File: src/rtl/hs_word_receiver.sv
module hs_word_receiver #(
  parameter int WIDTH = 8
) (
  input  logic             clk,
  input  logic             rst,
  input  logic             start,
  input  logic             rdy_in,
  input  logic [WIDTH-1:0] data_in,
  output logic             req,
  output logic [WIDTH-1:0] word_out,
  output logic             done
);

  typedef enum logic [1:0] {S_IDLE, S_ASK, S_DROP} state_t;

  state_t           state;
  logic [1:0]       rdy_pipe;
  logic [WIDTH-1:0] dat_q1, dat_q2;
  logic             rdy_sync;
  logic             take;

  assign rdy_sync = rdy_pipe[1];
  assign take     = (state == S_ASK) && rdy_sync;
  assign req      = (state == S_ASK);

  always_ff @(posedge clk) begin
    if (rst) begin
      rdy_pipe <= '0;
      dat_q1   <= '0;
      dat_q2   <= '0;
    end else begin
      rdy_pipe <= {rdy_pipe[0], rdy_in};
      dat_q1   <= data_in;
      dat_q2   <= dat_q1;
    end
  end

  always_ff @(posedge clk) begin
    if (rst) begin
      state    <= S_IDLE;
      word_out <= '0;
      done     <= 1'b0;
    end else begin
      done <= take;
      if (take) word_out <= dat_q2;
      unique case (state)
        S_IDLE: if (start && !rdy_sync) state <= S_ASK;
        S_ASK:  if (rdy_sync) state <= S_DROP;
        S_DROP: if (!rdy_sync) state <= S_IDLE;
        default: state <= S_IDLE;
      endcase
    end
  end

endmodule


File: config.mk
export PLATFORM = sky130hd
export DESIGN_NAME = hs_word_receiver
export DESIGN_NICKNAME = d
export VERILOG_FILES = /design/src/rtl/hs_word_receiver.sv
export SDC_FILE = /design/constraint.sdc
export NUM_CORES = 1
export LEC_CHECK = 0
export BUFFER_PORTS_ARGS = -buffer_cell sky130_fd_sc_hd__buf_4
export CORE_MARGIN = 5
export CORE_UTILIZATION = 50
export CTS_CLUSTER_SIZE = 24
export DETAILED_ROUTE_END_ITERATION = 7
export HOLD_SLACK_MARGIN = 0.03
export PLACE_DENSITY = 0.75
export SYNTH_ARGS = -nofsm -noshare
export SYNTH_HDL_FRONTEND = slang
export SYNTH_SLANG_ARGS = --single-unit
File: constraint.sdc
create_clock -name clk -period 1.3 [get_ports clk]
set_input_delay 0.065 -clock clk [delete_from_list [all_inputs] [get_ports clk]]
set_output_delay 0.065 -clock clk [all_outputs]
set_load 0.05 [all_outputs]
* After elaboration in Yosys (flattened, before gate mapping)
Cells that the tools add are included.
** Word-level totals
- Register bits after elaboration :: 29
** Operators by class
- Equal/unequal tests :: 5
- Muxes and demuxes :: 4
- Reductions and logical operators :: 5
** Operator list (count)
- 2-bit 2-to-1 mux :: 3
- 2-bit case mux with 3 select lines :: 1
- 2-bit != test, second input constant :: 2
- 3-bit AND reduction :: 1
- 2-bit by 1-bit == test with 1-bit output, second input constant :: 1
- 2-bit == test, second input constant :: 1
- 1-bit logical AND :: 2
- 2-bit logical NOT :: 1
- 2-bit by 1-bit != test with 1-bit output, second input constant :: 1
- 1-bit logical NOT :: 1

* Longest topological paths before layout
- Depth in word-level cells :: 4
- Gate-level depth with buffers :: 4
- Mapped depth without buffers :: 2

* Least setup slack after synthesis
Ideal clock, no wire load.
- Path kind :: reg2reg
- Start point :: register state[1]
- End point :: register done
- Library setup time :: 0.116 ns
- Arrival :: 0.860 ns
- Setup slack :: 0.324 ns
- Cell stages (with the launch flop) :: 3
- Buffers on the path :: 0
- Required time :: 1.184 ns
- Cell sequence :: dfxtp_1 -> and2b_2 -> and3b_1
** Between the ends
- Cells in the longest elaborated chain, start to end :: 2
** RTL lines
- start, declared :: RTL line 16 : state_t state;
- start signal, assigned :: RTL line 40 : state <= S_IDLE;
- start signal, assigned :: RTL line 47 : S_IDLE: if (start && !rdy_sync) state <= S_ASK;
- start signal, assigned :: RTL line 48 : S_ASK: if (rdy_sync) state <= S_DROP;
- 2-bit by 1-bit == test with 1-bit output
- net req :: RTL line 9 : output logic req,
- 1-bit logical AND :: RTL line 23 : assign take = (state == S_ASK) && rdy_sync;
- end signal, assigned :: RTL line 44 : done <= take;
- end, declared :: RTL line 11 : output logic done
The timed path passes the listed nets, and every way through them passes these cells.
A chain may end at the register's enable or synchronous reset.

* Final worst setup path
- Start point :: register state[1]
- End point :: output req
** Between the ends
- Cells in the longest elaborated chain, start to end :: 1
** RTL lines
- 2-bit by 1-bit == test with 1-bit output :: RTL line 24 : assign req = (state == S_ASK);
- end, declared :: RTL line 9
No other way between the ends.

==> results.md <==
* DPL Wire Length at 824 µm
* CP Buf/Inv Count at 1
* Synth Instances at 83
* Die area at 2890 µm²
* Fmax at about 850 MHz
* Number of remaining DRC errors at 0
* Routability congestion estimate at ~0.68
* CORE AREA at 1760 µm²
* Fin Clk Skew at between 10 and 15 ps
* Critical Path Fanout Max at 4
* I/O Buffers at 21
* Crit Path Category: reg2out
* Worst EP required at between 1000 and 1500 ps
* Top Family by Delay on Critical Path: flip-flops
* Clk sinks at 29
* Tcrit/Tclk final at 0.901
* Static leakage at just over 0.5 nW
* Final Hold Fails at 0
* Die H at 53.7 µm
* Initial Util at 0.542
* Reg2reg end: word_out[6]
* I/O pins at 22
* Worst Hold Class: in2reg
* Crit-path cells: and2b_2, buf_4
* Core Util, Final at 0.720
* Worst reg2reg path depth at 2
* RSZ-0062 raised after global routing: no
* Hold buffer count at CTS at 10
* Worst hold start: rst
* Commonest non-fill, non-tap cell in the layout: dfxtp_1
* Number of flops mapped to enable cells by yosys at 0
* Synth async-reset ratio at 0
* Top FF cell, synth: dfxtp_1
* Initial antenna violation count at 0
* Final Critical Period at between 1000 and 1500 ps
* Synthesized area per cell at 11.5 µm²
* Final setup fails at 0
* Worst-Margin Slew at 443 ps
* CP Capture Type: output port
* Die W at approximately 54 µm
* Clock Tree Root: clkbuf_4
* IR drop worst, VDD at a little under 0.8 mV
* Global Route Usage Sum at 0.127
* Pre-antenna DRT Iters at 2
* Max_slew headroom at 0.705
* Via count at about 600
* Largest family of logic cells by synthesized area: simple AND/OR/NAND/NOR gates
* Post-synthesis sequential area ratio at 0.607
* Worst-Skew Late Latency at 320 ps
* Clock tree buffer depth at 2
* Largest net degree at the start of global routing at 38
* WHS Path Cells at 2
* GR Overflow Total at 0
* Critical-path top delay cell: dfxtp_1
* Initial DRC Count at 3
* ANT cells at 0
* Synth warn at 0
* Post-Synth Simple-Gate Area at 0.268
* Post-CTS resize count at 0
* Post-CTS setup buffer count at 0
* Synth cell types at 13
* Layout cells sized above 1 at 0.256
* Routed WL at 1.34 mm
* WL per Instance at around 9.4 µm
* Hold worst-path end: dat_q2[7]
* Vias in the first global route at ~580
* Post-synthesis mux area share at 0.0838
* Data arrival, critical path at 1110 ps
* Most frequent cells in the layout: dfxtp_1 (29), buf_4 (21), nor2b_1 (18), nand2b_1 (16), dlygate4sd3_1 (10)
* Reg2reg start: state[1]
* Syn nets at 95
* Via density at approximately 4.2
* First-pass GRT wire length at roughly 2.4 mm
* Compound-gate portion of the synthesized area at 0
* Outcome: finished clean
* Area delta synth->final at 32.9%
* Power Density at ~1200 nW/µm²
* Flop2flop setup slack at 170 ps
* Flops & latches, synth at 29
* XOR/XNOR Fraction of Synth Area at 0.00916
* CTS tree: built
* Antenna-violating nets left at 0
* Critical path's largest stage delay at roughly 380 ps
* H-tree levels at 2
* TritonCTS buffer count at 5
* CTS clk-pin slew, worst paths at ~90 ps
* Post-synthesis adder-cell area fraction at 0
* Mapped Area at 956 µm²
* Max-Cap Viols at 0
* Final Max Slew Viols at 0
* Worst Setup Start Kind: register
* FP Rows at 15
* Fin Setup TNS at 0 ps
* Nets at ~130
[registers in the layout, summed over array words and instances (netlist names)]
name,flops
dat_q1,8
dat_q2,8
done,1
rdy_pipe,2
state,2
word_out,8
[how the worst max path moves through the flow]
stage          depth (start not counted)  slack, ps  startpoint          end
2_1_floorplan                          2        320    state[1]         done
3_3_place_gp                           2        200    state[0]  word_out[4]
3_5_place_dp                           2        180    state[0]  word_out[6]
4_1_cts                                2        110    state[1]          req
5_1_grt                                2         30    state[0]  word_out[5]
6_report                               2        130    state[1]          req
[cell usage after synthesis (2+ instances only)]
library cell | instances | area (µm²)
dfxtp_1 | 29 | 581
mux2i_1 | 8 | 80.1
buf_2 | 3 | 15.0
nand2b_1 | 16 | 100
nor2b_1 | 18 | 113
and3b_1 | 2 | 17.5
[power by group]
| part | total [mW] | switching [mW] | internal [mW] |
|---|---|---|---|
| registers | 0.927 | 0.00915 | 0.918 |
| logic | 0.123 | 0.0486 | 0.0749 |
| clock network | 0.495 | 0.291 | 0.203 |
| total | 1.54 | 0.349 | 1.20 |
[cells by family (layout without fill, tap and decap cells)]
logic type	after synthesis	in the layout
multiplexers	8	8
flip-flops	29	29
AND/OR/NAND/NOR	40	40
XOR/XNOR	1	1
buffers and inverters	5	39
[per-stage QoR]
stage	total power [mW]	cell area, µm²	hold WS [ps]	setup slack, ps	std cells
CTS	1.57	1270	98.4	112	142
global placement	1.04	1110	274	195	124
finish	1.54	1270	113	129	142
detailed placement	1.05	1110	279	176	124
global route	1.64	1270	116	29.2	142
floorplan	1.01	956	193	324	83
[per-layer routing]
metal | part of all wire | global-route usage | vias up
met3 | 0.088 | 0.0499 | 5
met2 | 0.44 | 0.173 | 19
met1 | 0.43 | 0.146 | 252
met4 | 0.038 | 0.128 | 0
met5 | 0 | 0 | -
li1 | - | - | 325
[area by class of cell]
cell class | count | area, µm²
clock buffer | 5 | 37.5
clock inverter | 3 | 17.5
fill | 155 | 494
multi-input combinational | 49 | 345
sequential | 29 | 581
tap | 25 | 31.3
timing repair buffer | 31 | 258
Note: power is estimated with default switching activity, not from simulation.
